<file path="config.mk">
export PLATFORM = sky130hd
export DESIGN_NAME = gpio_bank
export DESIGN_NICKNAME = d
export VERILOG_FILES = /design/src/rtl/gpio_bank_pkg.sv /design/src/rtl/gpio_sync.sv /design/src/rtl/gpio_irq_line.sv /design/src/rtl/gpio_bank.sv
export SDC_FILE = /design/constraint.sdc
export NUM_CORES = 1
export LEC_CHECK = 0
export ABC_AREA = 0
export BUFFER_PORTS_ARGS = -buffer_cell sky130_fd_sc_hd__clkbuf_2
export CAP_MARGIN = 20
export CORE_ASPECT_RATIO = 0.7
export CORE_MARGIN = 10
export CORE_UTILIZATION = 35
export DETAILED_ROUTE_END_ITERATION = 6
export GPL_TIMING_DRIVEN = 1
export PLACE_DENSITY = 0.47
export SLEW_MARGIN = 20
export SYNTH_ARGS = -nofsm -noshare
export SYNTH_HDL_FRONTEND = slang
export SYNTH_SLANG_ARGS = --single-unit
</file>
<file path="constraint.sdc">
create_clock -name clk -period 2.2 [get_ports clk]
set_input_delay 0.11 -clock clk [delete_from_list [all_inputs] [get_ports clk]]
set_output_delay 0.11 -clock clk [all_outputs]
set_load 0.05 [all_outputs]
</file>
<file path="src/rtl/gpio_bank_pkg.sv">
package gpio_bank_pkg;
    // register word indices
    localparam int ADR_CTRL  = 0;
    localparam int ADR_DIR   = 1;
    localparam int ADR_DOUT  = 2;
    localparam int ADR_DIN   = 3;
    localparam int ADR_RISE  = 4;
    localparam int ADR_FALL  = 5;
    localparam int ADR_HI    = 6;
    localparam int ADR_LO    = 7;
    localparam int ADR_MASK0 = 8;   // one mask word per line, then one status word per line
    localparam int CTRL_SRST_BIT = 0;
    localparam int CTRL_DONE_BIT = 1;
endpackage

</file>
<file path="src/rtl/gpio_sync.sv">
module gpio_sync #(
    parameter int W = 32
) (
    input  logic         clk,
    input  logic         rst_n,
    input  logic [W-1:0] pin_i,
    output logic [W-1:0] level_o,
    output logic [W-1:0] rise_o,
    output logic [W-1:0] fall_o
);
    typedef struct packed {
        logic [W-1:0] s1;
        logic [W-1:0] s2;
        logic [W-1:0] s3;
    } sync_t;

    sync_t sy_d, sy_q;

    always_comb begin
        sy_d    = sy_q;
        sy_d.s1 = pin_i;
        sy_d.s2 = sy_q.s1;
        sy_d.s3 = sy_q.s2;
    end

    always_ff @(posedge clk or negedge rst_n) begin
        if (!rst_n) sy_q <= '0;
        else        sy_q <= sy_d;
    end

    assign level_o = sy_q.s2;
    assign rise_o  = sy_q.s2 & ~sy_q.s3;
    assign fall_o  = ~sy_q.s2 & sy_q.s3;
endmodule

</file>
<file path="src/rtl/gpio_irq_line.sv">
module gpio_irq_line #(
    parameter int W = 32
) (
    input  logic         clk,
    input  logic         rst_n,
    input  logic [W-1:0] event_i,
    input  logic [W-1:0] mask_i,
    input  logic         clr_we_i,
    input  logic [W-1:0] clr_data_i,
    input  logic         flush_i,
    output logic [W-1:0] stat_o,
    output logic         irq_o
);
    logic [W-1:0] stat_d, stat_q;

    always_comb begin
        if (flush_i) begin
            stat_d = '0;
        end else begin
            stat_d = stat_q & ~(clr_we_i ? clr_data_i : '0);
            stat_d = stat_d | (event_i & mask_i);   // set wins over clear
        end
    end

    always_ff @(posedge clk or negedge rst_n) begin
        if (!rst_n) stat_q <= '0;
        else        stat_q <= stat_d;
    end

    assign stat_o = stat_q;
    assign irq_o  = |stat_q;
endmodule

</file>
<file path="src/rtl/gpio_bank.sv">
module gpio_bank
    import gpio_bank_pkg::*;
#(
    parameter int NUM_PINS   = 32,
    parameter int NUM_IRQ    = 2,
    parameter int RST_CYCLES = 4,
    parameter int ADDR_W     = 4
) (
    input  logic                clk,
    input  logic                rst_n,
    input  logic                bus_wr,
    input  logic [ADDR_W-1:0]   bus_addr,
    input  logic [NUM_PINS-1:0] bus_wdata,
    output logic [NUM_PINS-1:0] bus_rdata,
    input  logic [NUM_PINS-1:0] gpio_in,
    output logic [NUM_PINS-1:0] gpio_out,
    output logic [NUM_PINS-1:0] gpio_drive,
    output logic [NUM_IRQ-1:0]  irq
);
    localparam int CNT_W     = $clog2(RST_CYCLES + 1);
    localparam int STAT_BASE = ADR_MASK0 + NUM_IRQ;

    typedef struct packed {
        logic [NUM_PINS-1:0]              oe_n;
        logic [NUM_PINS-1:0]              dout;
        logic [NUM_PINS-1:0]              rise_en;
        logic [NUM_PINS-1:0]              fall_en;
        logic [NUM_PINS-1:0]              hi_en;
        logic [NUM_PINS-1:0]              lo_en;
        logic [NUM_IRQ-1:0][NUM_PINS-1:0] mask;
        logic [CNT_W-1:0]                 cnt;
    } state_t;

    state_t st_d, st_q, st_rst;

    logic [NUM_PINS-1:0] lvl, rise, fall, evt;
    logic [NUM_IRQ-1:0][NUM_PINS-1:0] stat;
    logic [NUM_IRQ-1:0] clr_we;
    logic srst_busy, srst_start, flush;

    gpio_sync #(.W(NUM_PINS)) u_sync (
        .clk(clk), .rst_n(rst_n), .pin_i(gpio_in),
        .level_o(lvl), .rise_o(rise), .fall_o(fall)
    );

    always_comb begin
        st_rst      = '0;
        st_rst.oe_n = '1;
    end

    assign srst_busy  = (st_q.cnt != '0);
    assign srst_start = !srst_busy && bus_wr && (bus_addr == ADDR_W'(ADR_CTRL))
                        && bus_wdata[CTRL_SRST_BIT];
    assign flush      = srst_busy || srst_start;

    assign evt = (rise & st_q.rise_en) | (fall & st_q.fall_en)
               | (lvl & st_q.hi_en) | (~lvl & st_q.lo_en);

    always_comb begin
        st_d = st_q;
        if (srst_busy) begin
            st_d     = st_rst;
            st_d.cnt = st_q.cnt - CNT_W'(1);
        end else if (srst_start) begin
            st_d     = st_rst;
            st_d.cnt = CNT_W'(RST_CYCLES);
        end else if (bus_wr) begin
            if (bus_addr == ADDR_W'(ADR_DIR))  st_d.oe_n    = bus_wdata;
            if (bus_addr == ADDR_W'(ADR_DOUT)) st_d.dout    = bus_wdata;
            if (bus_addr == ADDR_W'(ADR_RISE)) st_d.rise_en = bus_wdata;
            if (bus_addr == ADDR_W'(ADR_FALL)) st_d.fall_en = bus_wdata;
            if (bus_addr == ADDR_W'(ADR_HI))   st_d.hi_en   = bus_wdata;
            if (bus_addr == ADDR_W'(ADR_LO))   st_d.lo_en   = bus_wdata;
            for (int k = 0; k < NUM_IRQ; k++) begin
                if (bus_addr == ADDR_W'(ADR_MASK0 + k)) st_d.mask[k] = bus_wdata;
            end
        end
    end

    always_ff @(posedge clk or negedge rst_n) begin
        if (!rst_n) st_q <= st_rst;
        else        st_q <= st_d;
    end

    for (genvar k = 0; k < NUM_IRQ; k++) begin : g_line
        assign clr_we[k] = bus_wr && !srst_busy && (bus_addr == ADDR_W'(STAT_BASE + k));
        gpio_irq_line #(.W(NUM_PINS)) u_line (
            .clk(clk), .rst_n(rst_n), .event_i(evt), .mask_i(st_q.mask[k]),
            .clr_we_i(clr_we[k]), .clr_data_i(bus_wdata), .flush_i(flush),
            .stat_o(stat[k]), .irq_o(irq[k])
        );
    end

    always_comb begin
        bus_rdata = '0;
        if (bus_addr == ADDR_W'(ADR_CTRL)) bus_rdata[CTRL_DONE_BIT] = !srst_busy;
        if (bus_addr == ADDR_W'(ADR_DIR))  bus_rdata = st_q.oe_n;
        if (bus_addr == ADDR_W'(ADR_DOUT)) bus_rdata = st_q.dout;
        if (bus_addr == ADDR_W'(ADR_DIN))  bus_rdata = lvl;
        if (bus_addr == ADDR_W'(ADR_RISE)) bus_rdata = st_q.rise_en;
        if (bus_addr == ADDR_W'(ADR_FALL)) bus_rdata = st_q.fall_en;
        if (bus_addr == ADDR_W'(ADR_HI))   bus_rdata = st_q.hi_en;
        if (bus_addr == ADDR_W'(ADR_LO))   bus_rdata = st_q.lo_en;
        for (int k = 0; k < NUM_IRQ; k++) begin
            if (bus_addr == ADDR_W'(ADR_MASK0 + k)) bus_rdata = st_q.mask[k];
            if (bus_addr == ADDR_W'(STAT_BASE + k)) bus_rdata = stat[k];
        end
    end

    assign gpio_out   = st_q.dout;
    assign gpio_drive = ~st_q.oe_n;
endmodule

</file>
==> flow_metrics.py <==
metrics = {
    "run_status": {
        "outcome": "finished, violations left",
        "failed_checks": "hold timing, setup timing",
    },
    "critical_path": {
        "critical_path_class": "register to primary output",
        "r2r_slack_ns": 0.14,
        "cp.arrival_ns": 2.24,
        "crit_required_ns": 2.09,
        "r2r_start": "st_q[1]",
        "end_kind": "primary output",
        "start_kind": "register",
        "rr_endpoint": "g_line[1].u_line.stat_o[1]",
        "worstPathMaxFanout": 2,
        "crit_end": "bus_rdata[6]",
        "reg2regPathDepth": 6,
        "critPathLaunch": "st_q[41]",
    },
    "logic_synthesis": {
        "synth.area.top_cells": "dfrtp_1, nand2_1, a21oi_1",
        "yosysWarnings": 0,
        "synth-seq-cells": 419,
        "synth_top_area_share_pct": 48.4,
        "synth_ff_type": "dfrtp_1",
        "synth-seq-area-share_pct": 52.6,
        "synth_largest_area_cell": "dfrtp_1",
        "synth_cell_type_count": 58,
        "synthArstFlopShare_pct": 100,
        "syn_nets": 2286,
        "synthesis.area_sq_mm": 0.0200,
        "synth_edf_count": 0,
        "avgSynthCellArea_sq_um": 9.04,
        "synthesis.instances": 2215,
    },
    "detailed_routing": {
        "drtAntennaViolNets": 0,
        "drt-initial-drc-count": 2016,
        "avgRoutedWirePerCell_um": 24.4,
        "num_vias": 18000,
        "firstDrtPassIters": 6,
        "wirelength_um": 78900,
        "drcViolationCount": 0,
        "post_drt_via_cell_ratio": 5.56,
    },
    "sta": {
        "finalCriticalPeriod_ns": 2.35,
        "holdWs_ns": -0.000699,
        "skew_ns": 0.0289,
        "max_slew_margin_pct": 56.8,
        "rsz0062_at_grt": "yes",
        "tns_ns": -1.10,
        "max_freq_ghz": 0.425,
        "slew_viol_final": 0,
        "setup_ws_ns": -0.154,
        "min_period_over_period_pct": 107,
        "setup_viol": 16,
        "finalHoldViolations": 1,
        "tightestPinTransition_ns": 0.646,
    },
    "global_routing": {
        "met1_usage_pct": 34.1,
        "antenna_found_initial": 0,
        "met2_usage_pct": 34.8,
        "grt_pass1_vias": 17800,
        "top_usage_layer": "met2",
        "grt_max_degree": 92,
        "grt_usage_pct": 23.1,
        "grt-ovfl-total": 0,
        "grtUsageMet3_pct": 3.59,
        "grt_pass1_wl_um": 118000,
    },
    "power_and_ir_drop": {
        "p_per_area_mw_per_mm2": 808,
        "leakagePower_uw": 0.0107,
        "ir_drop_mv": 0.472,
        "power_uw": 20600,
    },
    "clock_tree": {
        "cts_tree": "yes",
        "cts_made_buffers": 45,
        "clkTransAtPathRegs_ns": 0.06,
        "clk_latency_ns": 0.60,
        "cts-root-buf": "clkbuf_16",
        "htreeDepth": 2,
        "clkSinkCount": 419,
        "cts_buffer_depth": 3,
    },
    "die": {
        "die_width_um": 306,
        "start_util_pct": 35.3,
        "core_area_sq_mm": 0.0567,
        "num_io_pins": 169,
        "die_h_um": 220,
        "die_area_sq_mm": 0.0673,
        "row_count": 73,
    },
    "place": {
        "post-dp-hpwl_um": 52700,
        "place_area_sq_mm": 0.0227,
        "place_inst": 3055,
        "port_buffers": 168,
        "gp_congestion": 0.889,
    },
    "finish": {
        "drive_above_1_share_pct": 22.9,
        "utilization_pct": 44.8,
        "fin_cells": 3235,
        "design_area_sq_mm": 0.0254,
        "final_common_cell": "nand2_1",
        "syn2layout_area_growth_pct": 27.1,
        "final_cell_mix": "nand2_1, dfrtp_1, a21oi_1",
        "fin_nets": 2519,
        "n_antenna_cell": 0,
    },
    "min_path": {
        "hp-class": "primary input to asynchronous set/reset pin",
    },
    "job": {
        "cap_violations": 0,
    },
}
metrics by stage:
step           hold WS, ns  setup WS (ns)
6_report         -0.000699         -0.154
5_1_grt            0.00945         -0.280
4_1_cts          0.0000288         -0.242
3_5_place_dp        0.0327         -0.124
3_3_place_gp        0.0293         -0.104
2_1_floorplan       -0.186         0.0486
timing repair:
| item | in CTS | in global routing |
|---|---|---|
| hold buffers | 65 | 0 |
| buffers inserted | 31 | 8 |
| resized for setup | 47 | 28 |
| pin swaps | 36 | 25 |
| endpoints found under the setup margin | 31 | 29 |
| hold endpoints to repair | 582 | 0 |
cell usage after synthesis (25+ instances only):
cell type  count
a31oi_1       39
a21oi_1      303
o2bb2ai_1     25
nor2_1        42
nand2_1      573
o211ai_1      32
inv_1        103
clkbuf_1     106
buf_4         40
dfrtp_1      387
nand2b_1      39
buf_2         74
dfstp_2       32
o21ai_0       88
mux2_2        28
a211oi_1      40
o21ai_2       30
layer usage:
layer | vias up | part of all wire [%]
met5 | - | 0
met4 | 0 | 2.4
met3 | 109 | 7.5
met2 | 732 | 43
met1 | 9060 | 47
li1 | 8088 | -
cell type report:
cell class                      instances  area, sq um
Clock buffer                           67         1310
Clock inverter                         17          173
Fill cell                            5437        31300
Inverter                              103          387
Multi-Input combinational cell       1468         8340
Sequential cell                       419        10500
Tap cell                              750          938
Timing Repair Buffer                  411         3760
flip-flops by register name (all words and copies together), names as in the netlist:
signal and count:
st_q 227, g_line.u_line.stat_o 64, gpio_out 32, u_sync.level_o 32, u_sync.sy_d 32, u_sync.sy_q 32
kinds of logic after synthesis:
kind of cell / after synthesis / share of synthesized area (%)
mux: 50 / 2.86
flops: 419 / 52.6
buf+inv: 328 / 7.51
simple gates: 733 / 15.4
compound gates: 685 / 21.6
critical path, cell delays in order (launching register included):
cell and delay (ns):
dfrtp_1 0.38, mux2_4 0.27, a22o_1 0.22, a222oi_1 0.32, o21ai_1 0.15, buf_4 0.17, buf_12 0.14
where the power goes:
part           total [uW]  internal [uW]  switching (uW)
registers            8190           7990             203
logic                4610           1530            3080
clock network        7760           4380            3380
total               20600          13900            6660
how the worst min path moves through the flow:
stage	end	slack, ns
after floorplan	g_line[0].u_line.stat_o[0]	-0.19
final	u_sync.sy_d[58]	-0.0007
after global placement	u_sync.sy_d[58]	0.03
after CTS	u_sync.sy_d[58]	0.00003
after global routing	u_sync.sy_d[58]	0.009
after detailed placement	u_sync.sy_d[58]	0.03
Power figures use the tool's default switching activity.
